--- config.mk ---
export PLATFORM = sky130hd
export DESIGN_NAME = spim_top
export DESIGN_NICKNAME = d
export VERILOG_FILES = /design/src/rtl/spim_pkg.sv /design/src/rtl/spim_baudgen.sv /design/src/rtl/spim_shifter.sv /design/src/rtl/spim_regs.sv /design/src/rtl/spim_top.sv
export SDC_FILE = /design/constraint.sdc
export NUM_CORES = 1
export LEC_CHECK = 0
export CORE_MARGIN = 1
export CORE_UTILIZATION = 51
export DETAILED_ROUTE_END_ITERATION = 12
export GPL_ROUTABILITY_DRIVEN = 0
export HOLD_SLACK_MARGIN = 0.1
export PLACE_DENSITY = 0.87
export SLEW_MARGIN = 10
export SYNTH_ARGS = -nofsm -noshare
export SYNTH_HDL_FRONTEND = slang
export SYNTH_SLANG_ARGS = --single-unit
--- constraint.sdc ---
create_clock -name clk -period 2.3 [get_ports clk]
set_clock_uncertainty 0.05 [all_clocks]
set_input_delay 0.46 -clock clk [delete_from_list [all_inputs] [get_ports clk]]
set_output_delay 0.46 -clock clk [all_outputs]
set_load 0.1 [all_outputs]
--- src/rtl/spim_pkg.sv ---
// spim_pkg: shared register addresses, configuration type and the rate
// decode used by the SPI master. Assumes an 8-bit bus with 2 address bits.
package spim_pkg;

    typedef enum logic [1:0] {
        REG_DATA = 2'd0,
        REG_CTRL = 2'd1,
        REG_STAT = 2'd2
    } reg_sel_e;

    typedef struct packed {
        logic       en;
        logic       mst;
        logic       cpol;
        logic       cpha;
        logic [2:0] rate;
    } spim_cfg_t;

    // SCK half period in bus clocks for a rate code; codes above 5 saturate.
    function automatic logic [6:0] half_period(input logic [2:0] code);
        half_period = (code > 3'd5) ? 7'd64 : (7'd2 << code);
    endfunction

endpackage

--- src/rtl/spim_baudgen.sv ---
// spim_baudgen: produces one tick per SCK half period while a transfer runs.
// Assumes the rate code stays constant during a transfer. The counter restarts
// from zero whenever run is low, so the first tick comes a full half period
// after the transfer starts.
module spim_baudgen #(
    parameter int CNT_W = 7
) (
    input  logic       clk,
    input  logic       rst_n,
    input  logic       run,
    input  logic [2:0] rate,
    output logic       tick
);
    import spim_pkg::*;

    logic [CNT_W-1:0] cnt;
    logic [CNT_W-1:0] limit;

    assign limit = CNT_W'(half_period(rate) - 7'd1);
    assign tick  = run && (cnt == limit);

    // Count bus clocks within the current half period.
    always_ff @(posedge clk) begin
        if (!rst_n || !run) begin
            cnt <= '0;
        end else if (cnt == limit) begin
            cnt <= '0;
        end else begin
            cnt <= cnt + 1'b1;
        end
    end
endmodule

--- src/rtl/spim_shifter.sv ---
// spim_shifter: moves one DW-bit word MSB first over 2*DW SCK edges. Even edge
// numbers are leading edges and odd ones trailing. Phase 0 samples on leading
// and shifts on trailing; phase 1 drives on leading and samples on trailing.
// Assumes start arrives only while idle and that polarity and phase are held
// during a transfer. abort clears the transfer at once.
module spim_shifter #(
    parameter int DW = 8
) (
    input  logic          clk,
    input  logic          rst_n,
    input  logic          start,
    input  logic          abort,
    input  logic [DW-1:0] tx_byte,
    input  logic          cpol,
    input  logic          cpha,
    input  logic          tick,
    input  logic          miso,
    output logic          busy,
    output logic          sck,
    output logic          mosi,
    output logic          done,
    output logic [DW-1:0] rx_byte
);
    localparam int EDGES = 2 * DW;
    localparam int EW    = $clog2(EDGES);

    logic [DW-1:0] sh;
    logic [EW-1:0] ecnt;
    logic          phase;
    logic          rx_bit;
    logic          mosi_q;
    logic          last;

    assign last    = tick && (ecnt == EW'(EDGES - 1));
    assign done    = last && busy;
    assign sck     = cpol ^ phase;
    assign mosi    = mosi_q;
    assign rx_byte = cpha ? {sh[DW-2:0], miso} : {sh[DW-2:0], rx_bit};

    // Advance the shift state on each half-period tick.
    always_ff @(posedge clk) begin
        if (!rst_n) begin
            busy   <= 1'b0;
            sh     <= '0;
            ecnt   <= '0;
            phase  <= 1'b0;
            rx_bit <= 1'b0;
            mosi_q <= 1'b0;
        end else if (abort) begin
            busy  <= 1'b0;
            ecnt  <= '0;
            phase <= 1'b0;
        end else if (start && !busy) begin
            busy   <= 1'b1;
            sh     <= tx_byte;
            ecnt   <= '0;
            phase  <= 1'b0;
            mosi_q <= tx_byte[DW-1];
        end else if (tick && busy) begin
            phase <= ~phase;
            ecnt  <= ecnt + 1'b1;
            if (!ecnt[0]) begin
                if (!cpha) rx_bit <= miso;
                else       mosi_q <= sh[DW-1];
            end else begin
                if (!cpha) begin
                    sh     <= {sh[DW-2:0], rx_bit};
                    mosi_q <= sh[DW-2];
                end else begin
                    sh <= {sh[DW-2:0], miso};
                end
            end
            if (last) busy <= 1'b0;
        end
    end
endmodule

--- src/rtl/spim_regs.sv ---
// spim_regs: register file, slave-select source choice, mode-fault handling
// and flag clearing sequences. Assumes one-cycle bus strobes, never a read and
// a write in the same cycle, and a select pin already synchronous to clk.
module spim_regs #(
    parameter int DW = 8
) (
    input  logic                clk,
    input  logic                rst_n,
    input  logic [1:0]          bus_addr,
    input  logic                bus_wr,
    input  logic                bus_rd,
    input  logic [DW-1:0]       bus_wdata,
    output logic [DW-1:0]       bus_rdata,
    input  logic                ssel_n_pin,
    input  logic                busy,
    input  logic                done,
    input  logic [DW-1:0]       rx_byte,
    output spim_pkg::spim_cfg_t cfg,
    output logic                sel_n,
    output logic                start,
    output logic [DW-1:0]       tx_byte,
    output logic                cfg_seen,
    output logic                wcol,
    output logic                tc,
    output logic                mflt,
    output logic                wr_data,
    output logic                wr_ctrl
);
    import spim_pkg::*;

    logic          wr_stat, rd_stat, rd_data;
    logic          ssi_q, ssm_q, armed_q;
    logic [DW-1:0] rxbuf_q;

    assign wr_data = bus_wr && (bus_addr == REG_DATA);
    assign wr_ctrl = bus_wr && (bus_addr == REG_CTRL);
    assign wr_stat = bus_wr && (bus_addr == REG_STAT);
    assign rd_data = bus_rd && (bus_addr == REG_DATA);
    assign rd_stat = bus_rd && (bus_addr == REG_STAT);

    assign sel_n   = ssm_q ? ssi_q : ssel_n_pin;
    assign start   = wr_data && cfg.en && cfg.mst && sel_n && !busy;
    assign tx_byte = bus_wdata;

    // Control fields; a low internal select overrides enable and master.
    always_ff @(posedge clk) begin
        if (!rst_n) begin
            cfg <= '0;
        end else begin
            if (wr_ctrl) begin
                cfg.en   <= bus_wdata[0];
                if (cfg_seen) cfg.mst <= bus_wdata[1];
                cfg.cpol <= bus_wdata[2];
                cfg.cpha <= bus_wdata[3];
                cfg.rate <= bus_wdata[6:4];
            end
            if (!sel_n) begin
                cfg.en  <= 1'b0;
                cfg.mst <= 1'b0;
            end
        end
    end

    // Select source bits and the first-configuration-write marker.
    always_ff @(posedge clk) begin
        if (!rst_n) begin
            ssi_q    <= 1'b0;
            ssm_q    <= 1'b0;
            cfg_seen <= 1'b0;
        end else if (wr_stat) begin
            ssi_q    <= bus_wdata[0];
            ssm_q    <= bus_wdata[1];
            cfg_seen <= 1'b1;
        end
    end

    // Remember a status read until the next data or control access.
    always_ff @(posedge clk) begin
        if (!rst_n) begin
            armed_q <= 1'b0;
        end else if (rd_stat) begin
            armed_q <= 1'b1;
        end else if (wr_data || rd_data || wr_ctrl) begin
            armed_q <= 1'b0;
        end
    end

    // Status flags: setting wins over clearing in the same cycle.
    always_ff @(posedge clk) begin
        if (!rst_n) begin
            tc   <= 1'b0;
            wcol <= 1'b0;
            mflt <= 1'b0;
        end else begin
            if (done)                                tc <= 1'b1;
            else if (armed_q && (wr_data || rd_data)) tc <= 1'b0;
            if (wr_data && busy)        wcol <= 1'b1;
            else if (armed_q && rd_data) wcol <= 1'b0;
            if (!sel_n && (cfg.en || cfg.mst)) mflt <= 1'b1;
            else if (armed_q && wr_ctrl)       mflt <= 1'b0;
        end
    end

    // Capture the received word at the end of a transfer.
    always_ff @(posedge clk) begin
        if (!rst_n)    rxbuf_q <= '0;
        else if (done) rxbuf_q <= rx_byte;
    end

    // Read multiplexer.
    always_comb begin
        case (bus_addr)
            REG_DATA: bus_rdata = rxbuf_q;
            REG_CTRL: bus_rdata = DW'({1'b0, cfg.rate, cfg.cpha, cfg.cpol, cfg.mst, cfg.en});
            REG_STAT: bus_rdata = DW'({tc, wcol, mflt, 3'b000, ssm_q, ssi_q});
            default:  bus_rdata = '0;
        endcase
    end
endmodule

--- src/rtl/spim_top.sv ---
// spim_top: SPI master port. Connects the register file, the half-period
// tick generator and the shifter. A transfer is abandoned as soon as enable
// or master is clear. Assumes a synchronous select pin and one-cycle strobes.
module spim_top #(
    parameter int DW = 8
) (
    input  logic          clk,
    input  logic          rst_n,
    input  logic [1:0]    bus_addr,
    input  logic          bus_wr,
    input  logic          bus_rd,
    input  logic [DW-1:0] bus_wdata,
    output logic [DW-1:0] bus_rdata,
    input  logic          ssel_n_pin,
    output logic          spi_sck,
    output logic          spi_mosi,
    input  logic          spi_miso
);
    import spim_pkg::*;

    localparam int CNT_W = $clog2(64) + 1;

    spim_cfg_t     cfg;
    logic          sel_n, start, busy, done, tick, abort;
    logic          cfg_seen, wcol, tc, mflt, wr_data, wr_ctrl;
    logic [DW-1:0] tx_byte, rx_byte;

    assign abort = !(cfg.en && cfg.mst);

    spim_regs #(.DW(DW)) u_regs (
        .clk(clk), .rst_n(rst_n),
        .bus_addr(bus_addr), .bus_wr(bus_wr), .bus_rd(bus_rd),
        .bus_wdata(bus_wdata), .bus_rdata(bus_rdata),
        .ssel_n_pin(ssel_n_pin), .busy(busy), .done(done), .rx_byte(rx_byte),
        .cfg(cfg), .sel_n(sel_n), .start(start), .tx_byte(tx_byte),
        .cfg_seen(cfg_seen), .wcol(wcol), .tc(tc), .mflt(mflt),
        .wr_data(wr_data), .wr_ctrl(wr_ctrl)
    );

    spim_baudgen #(.CNT_W(CNT_W)) u_baud (
        .clk(clk), .rst_n(rst_n), .run(busy), .rate(cfg.rate), .tick(tick)
    );

    spim_shifter #(.DW(DW)) u_shift (
        .clk(clk), .rst_n(rst_n), .start(start), .abort(abort),
        .tx_byte(tx_byte), .cpol(cfg.cpol), .cpha(cfg.cpha), .tick(tick),
        .miso(spi_miso), .busy(busy), .sck(spi_sck), .mosi(spi_mosi),
        .done(done), .rx_byte(rx_byte)
    );
endmodule

* Word-level counts from Yosys, hierarchy flattened
Cells that the tools add are included.
** Word-level totals
- Register bits after elaboration :: 45
- Memories kept :: 0
- Output and inout port bits :: 10
- Bits in latches :: 0
- Logic and storage cells :: 105
- Memory bits (writable) :: 0
- ROM bits :: 0
** Operators by class
- Reductions and logical operators :: 45
- $lt $le $gt $ge :: 1
- Multipliers :: 0
- Add/sub/neg operators :: 3
- Shift-type cells :: 1
- Equality and inequality tests :: 5
- Multiplexer cells :: 23
- Bitwise gates (word level) :: 7
- Divide/modulo/power cells :: 0
** Operators with widths (count)
- $mux 8 :: 3
- $pmux 8 s3 :: 1
- $logic_and 1x1->1 :: 20
- $mux 1 :: 18
- $reduce_bool 2->1 :: 7
- $reduce_and 2->1 :: 4
- $add 7x1->7 const B :: 1
- $eq 7x7->1 :: 1
- $mux 7 :: 1
- $shl 2x3->7 const A :: 1
- $sub 7x1->7 const B :: 1
- $not 1->1 :: 6
- $reduce_and 5->1 :: 1
- $add 4x1->4 const B :: 1
- $eq 4x4->1 const B :: 1
- $logic_or 1x1->1 :: 4
- $reduce_and 4->1 :: 1
- $gt 3x3->1 const B :: 1
- $logic_not 1->1 :: 3
- $ne 3x3->1 const B :: 1
- $reduce_and 3->1 :: 1
- $reduce_bool 3->1 :: 1
- $reduce_or 3->1 :: 1
- $eq 2x1->1 const B :: 1
- other kinds (4) :: 4

* Logic depth before layout (Yosys ltp)
- Depth in word-level cells :: 9
- Gate-level depth with buffers :: 9
- Gate-level depth less buffers :: 7

* Cells and area by module
From an unflattened synthesis, not the netlist that was laid out.
** Unflattened totals
- Cells, all modules :: 269
- Area, all modules :: 2407.3 µm²
** Modules (own cells, without submodules)
- spim_regs :: area an instance 1093.5 µm², instances 1, cells an instance 127, sequential area each 440.4 µm²
- spim_shifter :: area an instance 880.8 µm², instances 1, cells an instance 96, sequential area each 320.3 µm²
- spim_baudgen :: area an instance 429.2 µm², instances 1, cells an instance 45, sequential area each 140.1 µm²
- spim_top :: area an instance 3.8 µm², instances 1, cells an instance 1, sequential area each 0.0 µm²

* Least setup slack after synthesis
Ideal clock, no wire load.
- Path kind :: input to output
- From :: input port bus_addr[0]
- To :: output port bus_rdata[0]
- Stages :: 5
- Buffers on the path :: 2
- Slack :: -0.527 ns
- Arrival time :: 2.317 ns
- Cell sequence :: buf_1 > nor2b_1 > clkbuf_1 > nand2_1 > o21ai_1
** On the way
- Cells in the longest elaborated chain, start to end :: 2
** RTL lines
- start, declared :: line spim_top.sv:9 : input logic [1:0] bus_addr,
- $eq 2x2->1 (tied with other cells) :: line spim_regs.sv:112 : case (bus_addr)
- $pmux 8 s3 (*) :: line spim_regs.sv:112
- end, declared :: line spim_top.sv:13 : output logic [DW-1:0] bus_rdata,
Every way passes the cells marked *; elsewhere a longest branch is shown, timed or not.

* Worst setup path after layout
- From :: register u_regs.cfg[1] (netlist name)
- To :: register u_shift.mosi_q, in the netlist u_shift.mosi
** On the way
- Cells in the longest elaborated chain, start to end :: 8
** RTL lines
- $gt 3x3->1 or $shl 2x3->7 (tied branches) :: line spim_pkg.sv:21 : half_period = (code > 3'd5) ? 7'd64 : (7'd2 << code);
- $mux 7 (*) :: line spim_pkg.sv:21
- $sub 7x1->7 (*) :: line spim_baudgen.sv:19 : assign limit = CNT_W'(half_period(rate) - 7'd1);
- $eq 7x7->1 (*) :: line spim_baudgen.sv:20 : assign tick = run && (cnt == limit);
- $logic_and 1x1->1 (*) :: line spim_baudgen.sv:20
- $logic_and 1x1->1 (*) :: line spim_shifter.sv:59 : end else if (tick && busy) begin
- $reduce_bool 2->1 (no line) (*)
- $reduce_and 4->1 (no line) (*)
- end signal, assigned :: line spim_shifter.sv:58 : mosi_q <= tx_byte[DW-1];
- end signal, assigned :: line spim_shifter.sv:64 : else mosi_q <= sh[DW-1];
- end signal, assigned :: line spim_shifter.sv:68 : mosi_q <= sh[DW-2];
- end, declared :: line spim_shifter.sv:31 : logic mosi_q;
Marked as above.
A chain may end at the register's enable or synchronous reset.

==> impl_metrics.csv <==
group,metric,value,unit
pwr,switching_power,427.9,uW
critical_path,crit_arrival,2.65,ns
sta,hold_violations,0,
pwr,internal-power,1123,uW
hold_path,min_to,"u_shift.ecnt[1]",
sta,timing.hold.ws,0.4395,ns
global_route,grt_overflow,0,
sta,setup_ws,-0.2107,ns
hold_path,min_path_type,"flop to flop",
critical_path,critPathMaxFanout,5,
sta,period_minus_slack,2.511,ns
clock_tree,ctsRootBufferMaster,"clkbuf_8",
pwr,ir_drop,0.0001874,V
detailed_routing,drtIter0Drc,353,
sta,fin_crit_sh,109.2,%
yosys,yosys_warnings,0,
detailed_routing,dr.pass1.iters,5,
yosys,syn_area,2477,sq um
clock_tree,hold_buffers,0,
yosys,synth_mux_area_share,12.68,%
layout,final_nets,359,
clock_tree,clk_pin_slew_worst_paths,0.09,ns
yosys,ys_seq_elements,45,
global_route,grt_first_pass_wirelength,11.21,mm
yosys,yosysSeqAreaShare,36.36,%
pwr,p_leak,0.001401,uW
die,rows,24,
layout,fin_cells,393,
layout,fillers,282,
critical_path,required,2.44,ns
yosys,netlist_instances,287,
sta,maxSlewHeadroom,63.31,%
yosys,synthDistinctLibCells,49,
global_route,grt.total_usage,27.58,%
yosys,synthXorXnorAreaFrac,4.899,%
placed_design,dpl_cell_area,3039,sq um
layout,antenna_cells,0,
status,outcome,"finished with violations",
critical_path,reg2reg_depth,8,
yosys,synth_top_family_by_area,"simple AND/OR/NAND/NOR gates",
critical_path,setup.worst_path.start_class,"flop",
critical_path,r2r-end,"u_shift.mosi",
die,fp.dieW,71.70,microns
hold_path,holdPathStages,2,
critical_path,r2r-start,"u_regs.cfg[1]",
yosys,synth-adder-area-share,1.515,%
critical_path,path_cells,"or3b_4, ha_4, o211a_4, o31a_1, o2111a_2, buf_6, nand4_1, or3b_1",
yosys,synth_nets,306,
sta,setup_tns,-3.600,ns
critical_path,worstSetupStartpoint,"u_regs.cfg[1]",
clock_tree,clkSinkCount,45,
yosys,yosys.area.top_type,"dfxtp_1",
critical_path,crit_slowest_cell,"or3b_4",
critical_path,critical_path_class,"flop to flop",
yosys,ys_dominant_reg_cell,"dfxtp_1",
die,io_pins,26,
yosys,synth-compound-area-share,16.52,%
die,core_region_area,4504,sq um
pwr,swShare,27.59,%
sta,worstMarginPinSlew,0.5492,ns
yosys,synthTopCellsByArea,"dfxtp_1 (36%), mux2i_1 (7.7%), a21oi_1 (4.6%)",
layout,final_area,3390,sq um
detailed_routing,drc,0,
placed_design,detailed_place_hpwl,4.524,mm
layout,final_common_cell,"dfxtp_1",
detailed_routing,wl_per_cell,19.15,microns
critical_path,regToRegSetupSlack,-0.21,ns
detailed_routing,ant_nets,0,
sta,setup_viol,31,
pwr,power.density,457.6,nW/um^2
die,start_util,55.00,%
placed_design,port_buffers,25,
detailed_routing,viasPerCell,6.466,
detailed_routing,vias,2541,
global_route,antenna_found_initial,0,
sta,fmax,398.3,MHz
hold_path,worstHoldStart,"u_shift.ecnt[1]",
pwr,combPwrFrac,16.3,%
job,cap_violations,0,
pwr,clkPwrFrac,31.3,%
layout,final_cell_mix,"dfxtp_1 (43), buf_4 (33), nand2_1 (29)",
layout,area_growth,36.82,%
die,dieArea,5140,sq um
critical_path,cpPeakStageDelay,0.40,ns
yosys,syn_avg_cell_area,8.632,sq um
sta,drv_slew,0,
clock_tree,htree_levels,2,
global_route,grt_max_degree,26,
layout,final_layout_size_suffix_gt1_share,30.79,%
status,violations,"setup timing",
placed_design,placed_cells,373,
clock_tree,clockBufferDepth,2,
yosys,synth_edf_count,0,
detailed_routing,finalWirelength,7.525,mm
yosys,synthSimpleGateAreaFrac,22.73,%
global_route,grt_pass1_vias,2341,
die,die_y,71.70,microns
clock_tree,clk_latency,0.30,ns
yosys,async_flop_share,0,%
sta,rsz0062_at_grt,"true",
critical_path,cp-end-kind,"flop",
pwr,p_seq_share,52.4,%
clock_tree,cts_tree,"built",
clock_tree,cts_buffers,5,
yosys,yosys.area.top_type_share,36.36,%
## what timing repair did
item | in CTS | in global routing
buffers inserted | 8 | 2
setup endpoints to repair | 28 | 39
endpoints found under the hold margin | 0 | 0
gates resized for setup | 16 | 22
gates cloned | 1 | 1
pin swaps | 5 | 15
## metal layers
layer | wire (microns) | global-route usage, % | part of all wire [%] | vias up
met4 | 279 | 8.932 | 3.7 | 0
met3 | 546 | 4.501 | 7.3 | 32
met5 | 0 | 0 | 0 | -
met2 | 3593 | 44.86 | 48 | 154
met1 | 3106 | 37.39 | 41 | 1209
li1 | - | - | - | 1146
## kinds of logic (layout without fill, tap and decap cells)
kind of cell | Yosys count | in the layout
compound gates | 62 | 62
xor+xnor | 13 | 13
fa+ha+maj | 3 | 3
buf+inv | 25 | 79
flops | 45 | 45
mux | 30 | 30
simple gates | 109 | 109
## per-stage QoR
stage / utilization, % / setup WS, ns / total power [uW]
5_1_grt: 75.25 / -0.2590 / 1609
2_1_floorplan: - / -0.09461 / 950.1
4_1_cts: 72.31 / -0.1140 / 1531
3_3_place_gp: 67.47 / -0.1377 / 1032
3_5_place_dp: 67.47 / -0.2561 / 1038
6_report: 75.25 / -0.2107 / 1551
## cell usage after synthesis (2+ instances only)
| cell type | count |
|---|---|
| dfxtp_1 | 45 |
| nand2_1 | 29 |
| nor2_1 | 28 |
| a21oi_1 | 23 |
| mux2i_1 | 19 |
| nand3_1 | 19 |
| clkbuf_1 | 11 |
| nand4_1 | 11 |
| a211o_1 | 8 |
| a31oi_1 | 8 |
| mux2_2 | 8 |
| o21ai_1 | 6 |
| xnor2_1 | 6 |
| xor2_1 | 6 |
| buf_6 | 4 |
| buf_2 | 3 |
| ha_1 | 3 |
| inv_1 | 3 |
| mux2_1 | 3 |
| nor2b_1 | 3 |
| o2111ai_1 | 3 |
| o21ai_0 | 3 |
| or3_1 | 3 |
| a22oi_1 | 2 |
| buf_1 | 2 |
| nand2b_1 | 2 |
| nor3b_1 | 2 |
| nor4b_1 | 2 |
| or3b_1 | 2 |
## state kept, by name, summed over array words and instances, names as in the netlist, 4 cells and up
name and count:
u_shift.ecnt 4, u_baud.cnt 7, u_shift.sh 8, u_regs.cfg 7, u_regs.rxbuf_q 8
## layout make-up
type | instances | area [sq um] | share of cell area (%)
clock buffers | 5 | 68.82 | 2.030
multi-input cells | 217 | 1639 | 48.36
repair buffers | 67 | 680.7 | 20.08
flip-flops and latches | 45 | 903.4 | 26.65
well taps | 52 | 65.06 | 1.920
clock inverters | 3 | 17.52 | 0.5168
inverters | 4 | 15.01 | 0.4430
## critical path, delay by kind of cell, from the launching register on
family          cells  cell delay (ns)
buf+inv             1             0.14
flops               1             0.36
simple gates        3             0.80
fa+ha+maj           1             0.20
compound gates      3             0.85
## how the worst max path moves through the flow
| stage | end | slack [ns] | cells past startpoint |
|---|---|---|---|
| floorplan | u_shift.mosi | -0.09 | 8 |
| global placement | u_shift.sh[1] | -0.14 | 7 |
| detailed placement | u_shift.sh[7] | -0.26 | 7 |
| CTS | u_shift.mosi | -0.11 | 7 |
| global route | u_shift.mosi | -0.26 | 7 |
| finish | u_shift.mosi | -0.21 | 8 |
## power by group through the flow
stage / clock network [uW] / logic, uW / registers [uW]
after global placement: 0 / 203 / 829
after floorplan: 0 / 117 / 833
after global routing: 529 / 266 / 814
after CTS: 492 / 228 / 811
after detailed placement: 0 / 209 / 830
final: 485 / 253 / 813
Power figures use the tool's default switching activity.
